### config.mk
export PLATFORM = sky130hd
export DESIGN_NAME = can_bit_sampler
export DESIGN_NICKNAME = d
export VERILOG_FILES = /design/src/rtl/can_rx_pkg.sv /design/src/rtl/can_bit_timer.sv /design/src/rtl/can_destuffer.sv /design/src/rtl/can_bit_sampler.sv
export SDC_FILE = /design/constraint.sdc
export NUM_CORES = 1
export LEC_CHECK = 0
export ABC_AREA = 0
export BUFFER_PORTS_ARGS = -buffer_cell sky130_fd_sc_hd__buf_4
export CAP_MARGIN = 15
export CORE_ASPECT_RATIO = 0.75
export CORE_MARGIN = 2
export CORE_UTILIZATION = 40
export CTS_CLUSTER_SIZE = 25
export DETAILED_ROUTE_END_ITERATION = 16
export GPL_TIMING_DRIVEN = 0
export PLACE_DENSITY = 0.52
export SKIP_LAST_GASP = 1
export SYNTH_ARGS = -nofsm -noshare
export SYNTH_HDL_FRONTEND = slang
export SYNTH_SLANG_ARGS = --single-unit
### constraint.sdc
create_clock -name clk -period 20.1 [get_ports clk]
set_clock_uncertainty 0.05 [all_clocks]
set_input_delay 2.01 -clock clk [delete_from_list [all_inputs] [get_ports clk]]
set_output_delay 2.01 -clock clk [all_outputs]
set_load 0.005 [all_outputs]
### src/rtl/can_rx_pkg.sv
package can_rx_pkg;

    typedef enum logic {
        ST_IDLE = 1'b0,
        ST_RUN  = 1'b1
    } rx_state_t;

    // one sampled line value, before destuffing
    typedef struct packed {
        logic valid;
        logic value;
        logic first;
    } raw_bit_t;

    // registered result toward the parser
    typedef struct packed {
        logic valid;
        logic value;
        logic first;
        logic stuff_err;
    } out_bit_t;

    // offset of the sample edge inside a bit, clamped to [1, cpb-1]
    function automatic logic [31:0] sample_offset(input logic [31:0] cpb,
                                                  input logic [31:0] pct);
        logic [31:0] q;
        q = (cpb * pct) / 32'd100;
        if (q < 32'd1)
            q = 32'd1;
        if (q >= cpb)
            q = cpb - 32'd1;
        return q;
    endfunction

endpackage

### src/rtl/can_bit_timer.sv
module can_bit_timer
    import can_rx_pkg::*;
#(
    parameter int CPB_W = 16,
    parameter int PCT_W = 7
) (
    input  logic             clk,
    input  logic             rst,
    input  logic             clr,
    input  logic             rx,
    input  logic [CPB_W-1:0] clks_per_bit,
    input  logic [PCT_W-1:0] sample_pct,
    output raw_bit_t         raw_o
);

    rx_state_t        state_q;
    logic [CPB_W-1:0] cnt_q;
    logic [CPB_W-1:0] pos_q;
    logic [CPB_W-1:0] wrap_q;
    logic             first_q;
    logic [CPB_W-1:0] off_w;
    logic             hit_w;

    assign off_w = CPB_W'(sample_offset(32'(clks_per_bit), 32'(sample_pct)));
    assign hit_w = (state_q == ST_RUN) && (cnt_q == pos_q);

    // sample strobe is combinational; the destuffer registers it
    always_comb begin
        raw_o.valid = hit_w;
        raw_o.value = rx;
        raw_o.first = hit_w & first_q;
    end

    always_ff @(posedge clk) begin
        if (rst || clr) begin
            state_q <= ST_IDLE;
            cnt_q   <= '0;
            pos_q   <= '0;
            wrap_q  <= '0;
            first_q <= 1'b0;
        end else begin
            case (state_q)
                ST_IDLE: begin
                    if (!rx) begin
                        // this edge is cycle 0 of the start-of-frame bit
                        state_q <= ST_RUN;
                        cnt_q   <= CPB_W'(1);
                        pos_q   <= off_w;
                        wrap_q  <= clks_per_bit - CPB_W'(1);
                        first_q <= 1'b1;
                    end
                end
                ST_RUN: begin
                    if (hit_w)
                        first_q <= 1'b0;
                    if (cnt_q == wrap_q)
                        cnt_q <= '0;
                    else
                        cnt_q <= cnt_q + CPB_W'(1);
                end
                default: state_q <= ST_IDLE;
            endcase
        end
    end

endmodule

### src/rtl/can_destuffer.sv
module can_destuffer
    import can_rx_pkg::*;
#(
    parameter int STUFF_LEN = 5
) (
    input  logic     clk,
    input  logic     rst,
    input  logic     clr,
    input  raw_bit_t raw_i,
    input  logic     destuff_stop,
    output out_bit_t out_o
);

    localparam int RUN_W = $clog2(STUFF_LEN + 1);
    localparam logic [RUN_W-1:0] RUN_MAX = RUN_W'(STUFF_LEN);

    logic [RUN_W-1:0] run_q;
    logic             last_q;
    out_bit_t         out_q;
    logic             stuff_w;
    logic             same_w;

    assign same_w  = (raw_i.value == last_q);
    assign stuff_w = !destuff_stop && !raw_i.first && (run_q == RUN_MAX);
    assign out_o   = out_q;

    always_ff @(posedge clk) begin
        if (rst || clr) begin
            out_q  <= '0;
            run_q  <= '0;
            last_q <= 1'b0;
        end else begin
            out_q <= '0;
            if (raw_i.valid) begin
                last_q <= raw_i.value;
                if (stuff_w) begin
                    out_q.stuff_err <= same_w;
                    run_q           <= RUN_W'(1);
                end else begin
                    out_q.valid <= 1'b1;
                    out_q.value <= raw_i.value;
                    out_q.first <= raw_i.first;
                    if (!raw_i.first && same_w) begin
                        if (run_q != RUN_MAX)
                            run_q <= run_q + RUN_W'(1);
                    end else begin
                        run_q <= RUN_W'(1);
                    end
                end
            end
        end
    end

endmodule

### src/rtl/can_bit_sampler.sv
module can_bit_sampler
    import can_rx_pkg::*;
#(
    parameter int CPB_W     = 16,
    parameter int PCT_W     = 7,
    parameter int STUFF_LEN = 5
) (
    input  logic             clk,
    input  logic             rst,
    input  logic             rx,
    input  logic [CPB_W-1:0] clks_per_bit,
    input  logic [PCT_W-1:0] sample_pct,
    input  logic             destuff_stop,
    input  logic             frame_done,
    output logic             bit_valid,
    output logic             bit_value,
    output logic             bit_first,
    output logic             stuff_error
);

    raw_bit_t raw_w;
    out_bit_t res_w;

    can_bit_timer #(
        .CPB_W (CPB_W),
        .PCT_W (PCT_W)
    ) u_timer (
        .clk          (clk),
        .rst          (rst),
        .clr          (frame_done),
        .rx           (rx),
        .clks_per_bit (clks_per_bit),
        .sample_pct   (sample_pct),
        .raw_o        (raw_w)
    );

    can_destuffer #(
        .STUFF_LEN (STUFF_LEN)
    ) u_destuff (
        .clk          (clk),
        .rst          (rst),
        .clr          (frame_done),
        .raw_i        (raw_w),
        .destuff_stop (destuff_stop),
        .out_o        (res_w)
    );

    assign bit_valid   = res_w.valid;
    assign bit_value   = res_w.value;
    assign bit_first   = res_w.first;
    assign stuff_error = res_w.stuff_err;

endmodule

Yosys cells after proc, flatten, opt, wreduce, memory -nomap -nowiden
Cells that the tools add are included.
- register bits after elaboration: 58
- input port bits: 28
- output and inout port bits: 4
- add/sub/neg operators: 4
- multiply operators: 1
- div/mod/pow operators: 1
- magnitude comparators: 2
- equal/unequal tests: 8
- muxes and demuxes: 14
- bitwise gates (word level): 5
- reduce and logical (&&, ||, !) cells: 13
- operator list (operator ; count):
    $mux 16 ; 3
    $div 23x7->32 const B ; 1
    $eq 16x16->1 ; 2
    $ge 32x16->1 ; 1
    $lt 32x1->1 const B ; 1
    $mux 32 ; 1
    $pmux 16 s2 ; 1
    $sub 16x1->16 const B ; 2
    $mul 16x7->23 ; 1
    $add 16x1->16 const B ; 1
    $mux 3 ; 4
    $reduce_and 2->1 ; 3
    $reduce_or 3->1 ; 2
    $logic_and 1x1->1 ; 4
    $mux 1 ; 4
    $ne 2x2->1 const B ; 2
    $not 1->1 ; 4
    $add 3x1->3 const B ; 1
    $eq 3x3->1 const B ; 1
    $ne 3x2->1 const B ; 1
    $ne 3x3->1 const B ; 1
    $logic_not 1->1 ; 2
    $pmux 1 s2 ; 1
    $reduce_or 2->1 ; 1
    other kinds (3) ; 3

Depth between registers and ports, before layout
Gate-level depths: netlist (run 1).
- depth after elaboration: 8
- gate-level depth with buffers: 87
- gate-level depth less buffers: 76

Cells and area by module
Synthesis (run 1) repeated with hierarchy kept, for this count alone.
- cell total of the unflattened synthesis: 1474
- area total of the unflattened synthesis: 11153.2 um2
- modules (own cells, without submodules) (module ; instances ; cells an instance ; area each (um2) ; seq. area each (um2)):
    can_bit_timer ; 1 ; 1438 ; 10797.9 ; 1001.0
    can_destuffer ; 1 ; 36 ; 355.3 ; 160.2

Worst setup path after synthesis (run 1)
Ideal clock, no wire load.
- path type: input to register
- start point: in clks_per_bit[0]
- end point: reg u_timer.pos_q[2]
- setup time: 0.132 ns
- data arrival time: 18.085 ns
- data required time: 19.918 ns
- slack: 1.833 ns
- stages on the path: 78
- path through: clkbuf_1 -> nand2_1 -> fa_1 -> fa_1 -> inv_1 -> fa_1 -> inv_1 -> fa_1 -> inv_1 -> ha_1 -> a21o_1 -> o21bai_4 -> o311a_1 -> or3_1 -> a22o_1 -> o21ai_1 -> mux2_2 -> nor2_4 -> [42 not listed] -> a21oi_1 -> nor2b_1 -> o21ai_0 -> nand2b_1 -> a21oi_1 -> nor2b_1 -> o21ai_0 -> nand2b_1 -> a21oi_1 -> nor2b_1 -> o21ai_0 -> nand2b_1 -> a221oi_1 -> clkbuf_1 -> clkbuf_1 -> nand3_1 -> o211ai_1 -> a21oi_1
- word-level cells in the longest chain between the ends: 6
- RTL lines (element ; line ; text):
    start: declaration ; can_bit_sampler.sv:11 ; input logic [CPB_W-1:0] clks_per_bit,
    $mul 16x7->23 ; can_rx_pkg.sv:27 ; q = (cpb * pct) / 32'd100;
    $div 23x7->32 ; can_rx_pkg.sv:27 ;
    $lt 32x1->1 ; can_rx_pkg.sv:28 ; if (q < 32'd1)
    $mux 32 ; can_rx_pkg.sv:28 ;
    $ge 32x16->1 ; can_rx_pkg.sv:30 ; if (q >= cpb)
    $mux 16 * ; can_rx_pkg.sv:30 ;
    end signal: assignment ; can_bit_timer.sv:48 ; pos_q <= off_w;
    end: declaration ; can_bit_timer.sv:18 ; logic [CPB_W-1:0] pos_q;
Every way passes the cells marked *; elsewhere a longest branch is shown, timed or not.
A chain may end at the register's enable or synchronous reset.

Final worst setup path (run 1)
- start point: in clks_per_bit[0]
- end point: reg u_timer.pos_q[13]
The elaborated chain is that of the path after synthesis.

==> results of run 1 <==
[Yosys cell counts, types with 6 or more instances]
cell type  number  share of area (%)
o21a_1          9               0.58
o22ai_1        10               0.54
xor2_1         32                2.4
o211a_1        10               0.87
o21ai_1        16               0.69
nand2_1       138                4.5
o21ai_0        57                2.5
dfxtp_1        58                 10
a21oi_1       110                4.8
nor3_1         36                1.6
and3_1         20                1.1
buf_2          12               0.52
a21o_1         17                1.1
a211oi_1       26                1.7
nand3_1        41                1.8
a211o_1         9               0.68
o211ai_1       16                1.0
and2_1         91                4.9
o31ai_1        11               0.71
nor4_1         20                1.1
fa_1           69                 12
mux2_2          6               0.58
inv_1         105                3.4
nand2b_1       11               0.60
nor2b_1         8               0.43
clkbuf_1       51                1.7
xnor2_1        50                3.8
a31oi_1        16               0.87
nand4_1        21                1.1
a211oi_2        7               0.76
mux2i_1        13                1.1
ha_1           61                6.6
nor3_2          6               0.52
nor3b_1        13               0.84
nor2_1        123                4.0
[worst max-delay path: cells and delay by family]
kind | cells | cell delay [ps]
XOR/XNOR | 1 | 190
adder cells (fa/ha/maj) | 6 | 2720
AND/OR/NAND/NOR | 23 | 4320
buffers and inverters | 12 | 1870
multiplexers | 2 | 740
AO/OA/AOI/OAI | 36 | 7670
[registers in the layout (all words and copies together), names as in the netlist]
| register | count |
|---|---|
| u_timer.state_q | 1 |
| u_timer.pos_q | 16 |
| u_destuff.last_q | 1 |
| u_timer.cnt_q | 16 |
| u_timer.first_q | 1 |
| u_timer.wrap_q | 16 |
| u_destuff.out_o | 4 |
| u_destuff.run_q | 3 |
[layer usage]
metal,wire (microns),GRT usage (%),vias to the layer above,part of all wire [%]
li1,-,-,5668,-
met1,20100,39.8,5743,53
met2,15300,34.0,401,40
met3,2280,2.52,32,6.0
met4,208,2.65,0,0.55
met5,0,0,-,0
[metrics by stage]
step	setup WS, ps	utilization (%)
2_1_floorplan	1830	-
3_3_place_gp	-1780	43.3
3_5_place_dp	-1780	43.3
4_1_cts	10.9	44.9
5_1_grt	-107	48.6
6_report	701	48.6
[kinds of logic (layout without fill, tap and decap cells)]
kind of cell               after synthesis  in the layout  synth area share, %
and+or+nand+nor                        574            575                 25.8
xor gates and xnor gates                84             84                 6.60
muxes                                   25             25                 2.58
buffers and inverters                  176            275                 6.23
adders and majority gates              137            137                 19.2
AOI/OAI and AO/OA                      446            447                 29.5
DFF                                     58             58                 10.0
[cell usage in the layout (no fill, tap or decap), drive strengths merged, types with 7 or more instances in the layout]
cell     instances
a2111oi          8
a211o            9
a211oi          33
a21boi           7
a21o            19
a21oi          115
a31oi           21
and2            91
and3            20
buf            108
clkbuf          54
dfxtp           58
fa              69
ha              61
inv            107
maj3             7
mux2             9
mux2i           16
nand2          141
nand2b          11
nand3           44
nand4           21
nor2           129
nor2b            8
nor3            43
nor3b           13
nor4            21
o211a           11
o211ai          23
o21a             9
o21ai           77
o22ai           11
o311ai           7
o31ai           14
or2             11
xnor2           52
xor2            32
[path summary, 6_finish.rpt]
path	from	endpoint	slack, ps	cells after the start
setup / recovery	clks_per_bit[0]	u_timer.pos_q[13]	700	80
hold / removal	u_timer.pos_q[7]	u_timer.pos_q[7]	420	2
setup reg to reg	u_timer.cnt_q[10]	u_timer.cnt_q[13]	17440	9
hold reg to reg	u_timer.pos_q[7]	u_timer.pos_q[7]	420	2
[final cells by class]
type                    count  area [sq um]  area share, %
clock buffers               9           225           1.64
clock inverters             6          35.0          0.256
repair buffers             89           681           4.97
well taps                 385           482           3.52
inverters                 107           404           2.95
multi-input cells        1268         10400           75.7
plain buffers              64           343           2.50
flip-flops and latches     58          1160           8.48
[repair_timing]
action,4_1_cts,5_1_grt
gates cloned,0,2
pin swaps,2,42
endpoints found under the setup margin,16,16
resized for setup,30,137
setup buffers,5,60
==> flow_summary.json, run 1 <==
{
  "status": "finished, final reports clean",
  "drtIter0Drc": 880,
  "port_buffers": 24,
  "core_sq_um": 28200,
  "period_needed_ps": 19400,
  "cts_tree": "yes",
  "ios": 32,
  "dieArea_sq_um": 30300,
  "grt_max_degree": 13,
  "routed_via_density": 5.96,
  "ctsHoldBuffers": 0,
  "seq_area_frac_synth_pct": 10.0,
  "initial_core_util_pct": 41.0,
  "timing.hold.ws_ps": 417,
  "cp_slowest_stage_delay_ps": 590,
  "ys_ff_latch": 58,
  "synth.distinct_cells": 125,
  "synth_area_sq_um": 11600,
  "final_nets": 1755,
  "final_cells": 1986,
  "dp.final_hpwl_mm": 29.2,
  "worst-setup-path-type": "in2reg",
  "cts.sinks": 58,
  "wire_per_inst_microns": 19.1,
  "clk_pin_slew_ps": 50,
  "critPathArrivalTime_ps": 19550,
  "post-route-period-util_pct": 96.5,
  "routed_wl_mm": 37.9,
  "final_max_slew_viol_count": 0,
  "placed_cells_incl_taps": 1909,
  "crit_path_start_kind": "primary input",
  "fillers": 2824,
  "die_w_microns": 200,
  "fin_area_sq_um": 13700,
  "finalHoldViolCount": 0,
  "setup_tns_ps": 0,
  "drive_gt1_share_pct": 20.2,
  "antenna_cells": 0,
  "vias": 11800,
  "setup_viol": 0,
  "max_cap_viol_count": 0,
  "antenna_found_initial": 0,
  "hold_path.class": "reg2reg",
  "grt_pass1_wl_mm": 59.4,
  "cts_buffers": 9,
  "netlist_instances": 1500,
  "overflow": 0,
  "row_count": 53,
  "die_h_microns": 151,
  "cpMaxStageDelayCell": "or4_1",
  "clock-root-buffer": "clkbuf_16",
  "postPlaceCellArea_sq_um": 12200,
  "synthFlopType": "dfxtp_1",
  "ys_warn_count": 0,
  "max_freq_mhz": 51.5,
  "synth-edff-count": 0,
  "cts_max_path_buffers": 2,
  "syn_area_per_cell_sq_um": 7.70,
  "worst_pin_slew_ps": 1230,
  "synthToLayoutAreaGrowth_pct": 18.6,
  "gp_congestion": 0.883,
  "drt_pass1_iterations": 5,
  "cp-end-kind": "flip-flop",
  "maxSlewHeadroom_pct": 17.3,
  "ctsHtreeMaxLevel": 3,
  "grt_use_total_pct": 24.2,
  "clock_latency_ps": 330,
  "grt_pass1_vias": 10600,
  "required_ps": 20250,
  "ant_nets": 0,
  "synthArstFlopShare_pct": 0,
  "drc_errors": 0,
  "syn-num-nets": 1658,
  "path_max_fanout": 10
}
Power of run 1 is not shown: default switching activity piles up to over one toggle a cycle in this logic, so the estimate is an artifact.
==> inputs of run 2 (changes only) <==
--- a/config.mk
+++ b/config.mk
@@ -14,7 +14,6 @@
 export CTS_CLUSTER_SIZE = 25
 export DETAILED_ROUTE_END_ITERATION = 16
 export GPL_TIMING_DRIVEN = 0
-export PLACE_DENSITY = 0.52
 export SKIP_LAST_GASP = 1
 export SYNTH_ARGS = -nofsm -noshare
 export SYNTH_HDL_FRONTEND = slang
==> run 2 against run 1 <==
  * Non-clock buffer count decreased by 23
  * Utilization decreased by 0.55 points
  * Fmax about the same
  * Sequential share of layout area increased by 0.096 points
==> flow_summary.json, run 2 (synthesis gave the netlist of run 1 again) <==
{
  "row_count": 53,
  "fin_area_sq_um": 13500,
  "period_needed_ps": 19410,
  "ctsHtreeMaxLevel": 3,
  "final.setup.worst_slack_ps": 693,
  "setup_viol": 0,
  "cp-end-kind": "flip-flop",
  "cp_slowest_stage_delay_ps": 570,
  "initial_core_util_pct": 41.0,
  "ios": 32,
  "worst_pin_slew_ps": 1110,
  "synthToLayoutAreaGrowth_pct": 17.2,
  "drc_errors": 0,
  "final_common_cell": "nand2_1",
  "path_max_fanout": 10,
  "die_w_microns": 200,
  "required_ps": 20250,
  "final_max_slew_viol_count": 0,
  "maxSlewHeadroom_pct": 25.8,
  "clock_latency_ps": 340,
  "cts_tree": "yes",
  "routed_wl_mm": 36.4,
  "post-route-period-util_pct": 96.6,
  "ctsHoldBuffers": 0,
  "fillers": 2825,
  "timing.hold.ws_ps": 416,
  "clk_pin_slew_ps": 50,
  "routed_via_density": 6.02,
  "fin_util_pct": 48.1,
  "vias": 11800,
  "final_nets": 1731,
  "max_cap_viol_count": 0,
  "cts.sinks": 58,
  "antenna_found_initial": 0,
  "wire_per_inst_microns": 18.6,
  "cts_max_path_buffers": 2,
  "dp_slack_ps": -1440,
  "critPathArrivalTime_ps": 19560,
  "dieArea_sq_um": 30300,
  "ant_nets": 0,
  "antenna_cells": 0,
  "overflow": 0,
  "status": "finished, final reports clean",
  "drtIter0Drc": 1221,
  "layout_common_cells": "136 x nand2_1, 118 x nor2_1, 105 x inv_1, 95 x a21oi_1, 90 x and2_1",
  "postPlaceCellArea_sq_um": 12200,
  "crit_path_start_kind": "primary input",
  "grt_pass1_wl_mm": 57.2,
  "max_freq_mhz": 51.5,
  "core_sq_um": 28200,
  "port_buffers": 24,
  "hold_path.class": "reg2reg",
  "cpMaxStageDelayCell": "fa_1",
  "grt_pass1_vias": 10500,
  "drive_gt1_share_pct": 18.6,
  "clock-root-buffer": "clkbuf_16",
  "largest_registers": "u_timer.cnt_q x16, u_timer.pos_q x16, u_timer.wrap_q x16",
  "grt_max_degree": 12,
  "finalHoldViolCount": 0,
  "gp_congestion": 0.932,
  "worst-setup-path-type": "in2reg",
  "dp.final_hpwl_mm": 28.4,
  "cts_buffers": 9,
  "die_h_microns": 151,
  "grt_use_total_pct": 23.2,
  "drt_pass1_iterations": 5
}
run 2: changes by cell type in the layout (fill, tap and decap cells not counted), sizes merged:
| cell | before | now |
|---|---|---|
| clkinvlp | 2 | 0 |
| clkinv | 4 | 3 |
| bufinv | 0 | 2 |
| a22oi | 6 | 5 |
| clkbuf | 54 | 53 |
| buf | 108 | 87 |
run 2: layout make-up:
type                    instances  area, sq um  share of cell area (%)
plain buffers                  64          334                    2.47
clock buffers                  10          239                    1.76
clock inverters                 5         78.8                   0.582
inverters                     107          404                    2.98
multi-input cells            1267        10300                    76.2
flip-flops and latches         58         1160                    8.57
well taps                     385          482                    3.56
repair buffers                 66          520                    3.84
run 2: through the flow:
step	TNS, ps	cells
after floorplan	0	1500
after global placement	-18040	1909
after detailed placement	-19940	1909
after CTS	0	1928
after global routing	-2710	1962
final	0	1962
run 2: final timing paths:
check | from | endpoint | slack (ps) | cells after the start
worst min register to register | u_timer.pos_q[7] | u_timer.pos_q[7] | 420 | 2
worst min-delay path | u_timer.pos_q[7] | u_timer.pos_q[7] | 420 | 2
worst max register to register | u_timer.cnt_q[10] | u_timer.cnt_q[8] | 17410 | 9
worst max-delay path | clks_per_bit[13] | u_timer.pos_q[3] | 690 | 84
run 2: timing repair:
| item | CTS | global route |
|---|---|---|
| setup endpoints to repair | 16 | 16 |
| buffers inserted | 5 | 37 |
| cloned | 0 | 1 |
| pin swaps | 2 | 43 |
| gates resized for setup | 21 | 145 |
| endpoints found under the hold margin | 0 | 0 |
run 2: per-layer routing:
metal  wire [microns]  global-route usage (%)
met1            18200                    36.9
met2            14600                    32.0
met3             3150                    4.39
met4              408                    3.28
met5                0                       0
run 2: worst max-delay path: cells and delay by family:
kind,cells,cell delay [ps]
muxes,5,1310
buffers and inverters,14,2490
adders and majority gates,8,3300
AOI/OAI and AO/OA,35,6910
and+or+nand+nor,22,3540
Power of run 2 is left out for the same reason.
==> inputs of run 3 (changes only) <==
--- a/config.mk
+++ b/config.mk
@@ -14,7 +14,9 @@
 export CTS_CLUSTER_SIZE = 25
 export DETAILED_ROUTE_END_ITERATION = 16
 export GPL_TIMING_DRIVEN = 0
+export PLACE_DENSITY = 0.66
 export SKIP_LAST_GASP = 1
 export SYNTH_ARGS = -nofsm -noshare
 export SYNTH_HDL_FRONTEND = slang
+export SYNTH_HIERARCHICAL = 1
 export SYNTH_SLANG_ARGS = --single-unit
==> run 3 against run 2 <==
  * Sequential share of layout area is 0.079 points higher
  * Count of clock-buffer cells in the layout up 2
  * Sequential cell count stayed put
  * Critical path depth shrank 1
  * Register-to-register slack worse by 240 ps
  * Worst setup slack worse by 140 ps
  * Utilization rose by 1.3 points
  * Cell area is 0.91% lower
  * Global-route usage fell by 0.54 points
  * Wire length is 3.8% lower
  * Non-clock buffer count is 37 higher
  * Final cell count shrank 2.1%
==> flow_summary.json, run 3 <==
{
  "status": "finished, final reports clean",
  "period_needed_ps": 19550,
  "synth_area_sq_um": 11200,
  "path_buf_inv": 13,
  "synthArstFlopShare_pct": 0,
  "yosys.area.top_type": "fa_1",
  "max_cap_viol_count": 0,
  "cp-end-kind": "flip-flop",
  "critical_path.most_common_cell": "buf_4",
  "syn-num-nets": 1632,
  "routed_wl_mm": 35.0,
  "gp_congestion": 0.895,
  "ys_ff_latch": 58,
  "grt_pass1_wl_mm": 54.1,
  "seq_area_sq_um": 1160,
  "row_count": 52,
  "drc_errors": 0,
  "clock-root-buffer": "clkbuf_16",
  "drive_gt1_share_pct": 20.3,
  "maxSlewHeadroom_pct": 24.4,
  "die_w_microns": 197,
  "ctsHtreeMaxLevel": 3,
  "synthToLayoutAreaGrowth_pct": 20.3,
  "synth.most_common_cell": "nand2_1",
  "ant_nets": 0,
  "netlist_instances": 1474,
  "grt_pass1_vias": 10300,
  "max_freq_mhz": 51.2,
  "cts_tree": "yes",
  "finalHoldViolCount": 0,
  "ctsHoldBuffers": 0,
  "yosys-top-cells-count": "155 x nand2_1, 110 x inv_1, 105 x nor2_1, 90 x and2_1, 86 x a21oi_1",
  "crit_path_start_kind": "primary input",
  "grt_use_total_pct": 22.6,
  "synth.distinct_cells": 112,
  "final_nets": 1723,
  "cpMaxStageDelayCell": "fa_1",
  "worst_pin_slew_ps": 1130,
  "path_max_fanout": 10,
  "initial_core_util_pct": 41.0,
  "ios": 32,
  "required_ps": 20250,
  "drtIter0Drc": 1213,
  "dieArea_sq_um": 29200,
  "layout_common_cells": "150 x nand2_1, 109 x inv_1, 99 x nor2_1, 90 x buf_4, 90 x and2_1",
  "post-route-period-util_pct": 97.3,
  "dp.final_hpwl_mm": 26.4,
  "setup_viol": 0,
  "synth-edff-count": 0,
  "fillers": 2580,
  "grt_max_degree": 13,
  "seq_area_frac_synth_pct": 10.4,
  "syn_area_per_cell_sq_um": 7.57,
  "cts_max_path_buffers": 2,
  "core_sq_um": 27200,
  "ys_warn_count": 6,
  "antenna_found_initial": 0,
  "cts.sinks": 58,
  "vias": 11600,
  "fin_util_pct": 49.3,
  "antenna_cells": 0,
  "cts_buffers": 9,
  "drt_pass1_iterations": 6,
  "cp_slowest_stage_delay_ps": 600,
  "wire_per_inst_microns": 18.2,
  "largest_registers": "u_timer/cnt_q x16, u_timer/pos_q x16, u_timer/wrap_q x16",
  "yosys-top-cells-area": "fa_1 12%, dfxtp_1 10%, ha_1 6.8%",
  "clk_pin_slew_ps": 50,
  "clock_latency_ps": 330,
  "port_buffers": 22,
  "overflow": 0,
  "cp_top_family": "compound AO/OA/AOI/OAI gates",
  "worst-setup-path-type": "in2reg",
  "synthFlopType": "dfxtp_1",
  "critPathArrivalTime_ps": 19700,
  "final_max_slew_viol_count": 0,
  "hold_path.class": "reg2reg",
  "final_common_cell": "nand2_1",
  "routed_via_density": 6.04,
  "die_h_microns": 149,
  "multi_input_area_sq_um": 9990,
  "synth_top_area_share_pct": 12.4
}
-- run 3: timing repair --
item                                    4_1_cts  5_1_grt
resized for setup                            27      162
endpoints found under the setup margin       16       16
endpoints found under the hold margin         0        0
pin swaps                                     7       55
buffers inserted                             12       50
cloned                                        0        1
-- run 3: path summary, 6_finish.rpt --
kind / startpoint / to / slack (ps) / cells past startpoint
max reg2reg: u_timer/cnt_q[4] / u_destuff/run_q[0] / 17170 / 9
min reg2reg: u_timer/pos_q[2] / u_timer/pos_q[2] / 420 / 2
max: clks_per_bit[0] / u_timer/pos_q[8] / 550 / 83
min: u_timer/pos_q[2] / u_timer/pos_q[2] / 420 / 2
-- run 3: area by class of cell --
class | instances | share of cell area (%)
Tap cell | 351 | 3.27
Buffer | 82 | 3.20
Timing Repair Buffer | 85 | 4.79
Multi-Input combinational cell | 1215 | 74.4
Clock inverter | 4 | 0.550
Clock buffer | 12 | 1.91
Inverter | 114 | 3.21
Sequential cell | 58 | 8.65
-- run 3: layer usage --
metal	global-route usage, %	wire [microns]	up-vias
met5	0	0	-
met4	3.61	490	0
met3	3.88	2930	55
met2	32.8	14800	543
met1	35.1	16700	5573
li1	-	-	5434
-- run 3: stage by stage --
step                      std cells  setup TNS [ps]  hold slack, ps  worst slack, ps  instance area, sq um
after floorplan                1474               0             394             1510                 11200
after global placement         1847          -22260             408            -1570                 11800
after detailed placement       1847          -27660             412            -1940                 11800
after CTS                      1873               0             419            0.304                 12300
after global routing           1921           -3330             437             -277                 13400
final                          1921               0             424              551                 13400
-- run 3: worst min-delay path, stage by stage (launching register included) --
cell and delay [ps]:
dfxtp_1 320, nand2_1 60, a21oi_1 50
-- run 3: kinds of logic after synthesis --
group,synth area share [%]
AOI/OAI and AO/OA,26.1
muxes,2.87
buffers and inverters,7.43
xor gates and xnor gates,8.03
adders and majority gates,19.3
and+or+nand+nor,25.8
DFF,10.4
Power of run 3 is left out for the same reason.
